**config.mk**
```make
export PLATFORM = sky130hd
export DESIGN_NAME = burst_col_gen
export DESIGN_NICKNAME = d
export VERILOG_FILES = /design/src/rtl/bcg_pkg.sv /design/src/rtl/bcg_len_decode.sv /design/src/rtl/bcg_beat_ctr.sv /design/src/rtl/bcg_addr_map.sv /design/src/rtl/burst_col_gen.sv
export SDC_FILE = /design/constraint.sdc
export NUM_CORES = 1
export LEC_CHECK = 0
export CORE_ASPECT_RATIO = 1.4
export CORE_MARGIN = 4
export CORE_UTILIZATION = 26
export CTS_BUF_LIST = sky130_fd_sc_hd__clkbuf_4 sky130_fd_sc_hd__clkbuf_8
export DETAILED_ROUTE_END_ITERATION = 12
export GPL_TIMING_DRIVEN = 0
export PLACE_DENSITY_LB_ADDON = 0.08
export SKIP_CTS_REPAIR_TIMING = 1
export SLEW_MARGIN = 40
export SYNTH_ARGS = -nofsm -noshare
export SYNTH_HDL_FRONTEND = slang
export SYNTH_HIERARCHICAL = 1
export SYNTH_SLANG_ARGS = --single-unit
export TNS_END_PERCENT = 20
```
**constraint.sdc**
```tcl
create_clock -name clk_i -period 2.9 [get_ports clk_i]
set_clock_uncertainty 0.2 [all_clocks]
set_input_delay 0.435 -clock clk_i [delete_from_list [all_inputs] [get_ports clk_i]]
set_output_delay 0.435 -clock clk_i [all_outputs]
set_load 0.005 [all_outputs]
```
**src/rtl/bcg_pkg.sv**
```systemverilog
package bcg_pkg;
  typedef enum logic {
    ORD_LIN = 1'b0,
    ORD_XOR = 1'b1
  } order_e;
endpackage

```
**src/rtl/bcg_len_decode.sv**
```systemverilog
module bcg_len_decode #(
  parameter int COL_W   = 8,
  parameter int CODE_W  = 3,
  parameter int MAX_LOG = 3
) (
  input  logic [CODE_W-1:0] code_i,
  output logic [COL_W-1:0]  mask_o,
  output logic              full_o
);
  always_comb begin
    full_o = (int'(code_i) > MAX_LOG);
    for (int i = 0; i < COL_W; i++) begin
      mask_o[i] = full_o | (i < int'(code_i));
    end
  end
endmodule

```
**src/rtl/bcg_beat_ctr.sv**
```systemverilog
module bcg_beat_ctr #(
  parameter int COL_W = 8
) (
  input  logic             clk_i,
  input  logic             rst_ni,
  input  logic             en_i,
  input  logic             load_i,
  input  logic             stop_i,
  input  logic             full_i,
  input  logic [COL_W-1:0] mask_i,
  output logic [COL_W-1:0] cnt_o,
  output logic             active_o,
  output logic             last_o
);
  localparam logic [COL_W-1:0] ONE = COL_W'(1);

  logic [COL_W-1:0] cnt_q;
  logic             active_q;

  assign last_o   = active_q & ~full_i & (cnt_q == mask_i);
  assign cnt_o    = cnt_q;
  assign active_o = active_q;

  always_ff @(posedge clk_i or negedge rst_ni) begin
    if (!rst_ni) begin
      cnt_q    <= '0;
      active_q <= 1'b0;
    end else if (en_i) begin
      if (load_i) begin
        cnt_q    <= '0;
        active_q <= 1'b1;
      end else if (active_q) begin
        if (stop_i || last_o) active_q <= 1'b0;
        else                  cnt_q    <= cnt_q + ONE;
      end
    end
  end
endmodule

```
**src/rtl/bcg_addr_map.sv**
```systemverilog
module bcg_addr_map
  import bcg_pkg::*;
#(
  parameter int COL_W = 8
) (
  input  logic [COL_W-1:0] base_i,
  input  logic [COL_W-1:0] cnt_i,
  input  logic [COL_W-1:0] mask_i,
  input  order_e           order_i,
  output logic [COL_W-1:0] col_o
);
  logic [COL_W-1:0] sum_w;
  logic [COL_W-1:0] flip_w;

  assign sum_w  = base_i + cnt_i;
  assign flip_w = base_i ^ cnt_i;

  for (genvar g = 0; g < COL_W; g++) begin : g_bit
    assign col_o[g] = mask_i[g] ? ((order_i == ORD_XOR) ? flip_w[g] : sum_w[g]) : base_i[g];
  end
endmodule

```
**src/rtl/burst_col_gen.sv**
```systemverilog
module burst_col_gen
  import bcg_pkg::*;
#(
  parameter int COL_W   = 8,
  parameter int CODE_W  = 3,
  parameter int MAX_LOG = 3
) (
  input  logic              clk_i,
  input  logic              rst_ni,
  input  logic              cke_i,
  input  logic              start_i,
  input  logic [COL_W-1:0]  start_col_i,
  input  logic [CODE_W-1:0] len_code_i,
  input  logic              ilv_i,
  input  logic              stop_i,
  output logic [COL_W-1:0]  col_o,
  output logic              valid_o,
  output logic              last_o
);
  logic             load_w;
  logic [COL_W-1:0] dec_mask_w;
  logic             dec_full_w;
  logic [COL_W-1:0] base_q;
  logic [COL_W-1:0] mask_q;
  logic             full_q;
  order_e           order_q;
  logic [COL_W-1:0] cnt_w;

  assign load_w = cke_i & start_i;

  bcg_len_decode #(
    .COL_W  (COL_W),
    .CODE_W (CODE_W),
    .MAX_LOG(MAX_LOG)
  ) i_dec (
    .code_i(len_code_i),
    .mask_o(dec_mask_w),
    .full_o(dec_full_w)
  );

  // full page always walks upward
  always_ff @(posedge clk_i or negedge rst_ni) begin
    if (!rst_ni) begin
      base_q  <= '0;
      mask_q  <= '0;
      full_q  <= 1'b0;
      order_q <= ORD_LIN;
    end else if (load_w) begin
      base_q  <= start_col_i;
      mask_q  <= dec_mask_w;
      full_q  <= dec_full_w;
      order_q <= (ilv_i && !dec_full_w) ? ORD_XOR : ORD_LIN;
    end
  end

  bcg_beat_ctr #(.COL_W(COL_W)) i_ctr (
    .clk_i   (clk_i),
    .rst_ni  (rst_ni),
    .en_i    (cke_i),
    .load_i  (start_i),
    .stop_i  (stop_i),
    .full_i  (full_q),
    .mask_i  (mask_q),
    .cnt_o   (cnt_w),
    .active_o(valid_o),
    .last_o  (last_o)
  );

  bcg_addr_map #(.COL_W(COL_W)) i_map (
    .base_i (base_q),
    .cnt_i  (cnt_w),
    .mask_i (mask_q),
    .order_i(order_q),
    .col_o  (col_o)
  );
endmodule

```
==> results.md <==
* Status: finished with violations
* Failing checks: negative hold slack, negative setup slack
* Tmin final at 2.99 ns
* Crit path cell chain: buf_4, ha_4, a211oi_2, o21bai_1, a21oi_2, o32a_1, or4_1, buf_2
* GR Util met2 at 0.201
* Met1 track demand over resource at 0.136
* Total track usage at 0.113
* Post-layout util at 0.349
* Slew HR at 0.561
* Fin. max-slew vios at 0
* Final setup margin at -0.0888 ns
* Bufs on Longest Clock Path at 2
* Critical path fanouts, max at 5
* Cell Rows at 36
* Antenna Nets Post-Route at 0
* VDD IR-drop max at 0.000208 V
* Met3 usage at 0.0209
* Number of global-route vias before repair at 1547
* Root Driver: clkbuf_8
* Chip height at 108 um
* Worst Path Required at 2.27 ns
* Top cells by count, synth: dfrtp_1 (27), nor2_1 (17), xnor2_1 (12)
* Clock sink count at 27
* Post-Synthesis Cells at 181
* Final count of hold timing violations at 27
* Slowest stage delay, CP at 0.45 ns
* CTS Buf Count at 3
* Area grow syn2layout at 30.6%
* Die W at 79.3 um
* Starting Density at 0.267
* Synth cell types at 51
* EDFF count, synth at 0
* Syn Nets at 207
* Setup Slack @ Placement at -0.324 ns
* Total negative slack at -0.0916 ns
* Power Density at 483 nW/um2
* Antenna violations before repair at 0
* Post-synth top flop: dfrtp_1
* Maximum clock frequency at 335 MHz
* Avg Cell Area, Syn at 10.2 um2
* Leak at 1.02 nW
* Hold WS at -0.0235 ns
* Final GP Congestion at 0.773
* Mapped cell area at 1850 um2
* 1st-pass router iterations at 4
* # H-tree levels at 1
* Gr ovfl total at 0
* Top Usage Layer GRT: met2
* Final setup vio count at 2
* #FFs+latches synth at 27
* TritonCTS clock tree: done
* Sequential fraction of the synthesis area at 0.365
* Final #Nets at 248
* Worst Tran Pin Value at 0.658 ns
* Hpwl dp at 3460 um
* Async SR Flop Fraction at 1.00
* Routed vias/inst at 4.70
* Area leader, netlist: dfrtp_1
* Port bufs at 26
* First-pass GRT wire length at 7530 um
* Synth top area cells: dfrtp_1 (36%), mux2_4 (8.1%), mux2_2 (6.1%)
* Clk pin slew, worst setup/hold paths at 0.10 ns
* Total core area at 6940 um2
* Synth top area share at 0.365
* YS warnings at 6
* Largest net degree at the start of global routing at 28
* DR WL/cell at 14.8 um
* DIE AREA at 8560 um2
* CP Class: reg -> out
* Reg2reg path depth at 7
* Type of destination of the critical path: primary output
* Vias post-DR at 1484
* Fraction of layout instances using a drive strength above 1 at 0.285
* Critical Path AT at 2.35 ns
* Worst skew pair latency at 0.28 ns
* Pwr Total at 1.17 mW
* MaxCap Viol Count at 0
* CP max-delay cell: dfrtp_2
* Top-count cell post-synth: dfrtp_1
* Antenna cells at 0
* RSZ-0062 raised after global routing: yes
* First DRT Iteration DRCs at 49
* Routed WL at 4680 um
* Placed cell area at 2230 um2
* Worst setup SP type: register
* Placed Cells at 302
* Final Instance Count excl. Fillers at 316
* Remaining DRCs at 0
* Io pins at 27
* Hold Path Class: in -> async
* Final cycle utilization of the critical path at 1.03
* Fin area at 2420 um2
[kinds of logic after synthesis]
kind of cell / share of synthesized area
XOR/XNOR: 0.0568
adder cells (fa/ha/maj): 0.0649
AND/OR/NAND/NOR: 0.172
multiplexers: 0.147
AO/OA/AOI/OAI: 0.144
buffers and inverters: 0.0500
flip-flops: 0.365
[report_power, final]
group / total, mW / internal (mW) / switching, mW
clock: 0.236 / 0.108 / 0.128
combinational: 0.451 / 0.270 / 0.181
sequential: 0.480 / 0.425 / 0.0547
total: 1.17 / 0.803 / 0.364
[critical path, delay by kind of cell, from the launching register on]
kind,cells,cell delay [ns]
AND/OR/NAND/NOR,1,0.40
AO/OA/AOI/OAI,4,0.65
buffers and inverters,2,0.29
adder cells (fa/ha/maj),1,0.27
flip-flops,1,0.45
[metal layers]
layer / vias up / share of wire
met4: 0 / 0.010
met5: - / 0
met1: 727 / 0.42
met3: 4 / 0.029
met2: 21 / 0.54
li1: 732 / -
[layout make-up]
| cell class | count | area (um2) |
|---|---|---|
| Buffer | 11 | 73.8 |
| Clock buffer | 4 | 48.8 |
| Fill cell | 748 | 4520 |
| Inverter | 5 | 18.8 |
| Multi-Input combinational cell | 138 | 1150 |
| Sequential cell | 27 | 682 |
| Tap cell | 95 | 119 |
| Timing Repair Buffer | 36 | 330 |
[cell usage in the layout, fill, tap and decap left out, types with 2 or more instances in the layout]
master	netlist	routed
clkbuf_1	5	5
nor2b_1	8	8
dfrtp_2	0	5
ha_4	0	3
nor3b_1	2	2
nor2_1	17	17
or4_1	2	2
clkdlybuf4s50_1	0	19
nand3_1	6	6
inv_1	4	4
xnor2_1	12	12
ha_1	8	4
dfrtp_1	27	22
a211oi_2	0	2
nand2b_1	2	2
nand4_1	3	3
o211ai_1	2	2
a21boi_0	2	2
dlymetal6s2s_1	0	4
buf_4	4	14
o21ai_0	6	6
a31oi_1	3	3
buf_2	1	4
nand2_1	5	5
a21oi_1	10	9
clkbuf_8	0	3
mux2_4	10	10
nand3b_1	2	2
mux2_2	10	10
a311o_1	2	2
[flip-flops by register name (all words and copies together), names as in the netlist]
signal          count
base_q              8
mask_q              8
i_ctr/cnt_o         8
full_q              1
i_ctr/active_o      1
order_q             1
[worst paths after layout]
check	from	end	slack (ns)
worst min-delay path	rst_ni	base_q[7]	-0.02
max in group asynchronous	rst_ni	i_ctr/cnt_o[3]	2.06
worst max-delay path	i_ctr/cnt_o[1]	col_o[7]	-0.09
min in group clk_i	full_q	full_q	0.32
worst max register to register	i_ctr/cnt_o[1]	i_ctr/active_o	0.86
worst min register to register	full_q	full_q	0.32
Power figures use the tool's default switching activity.
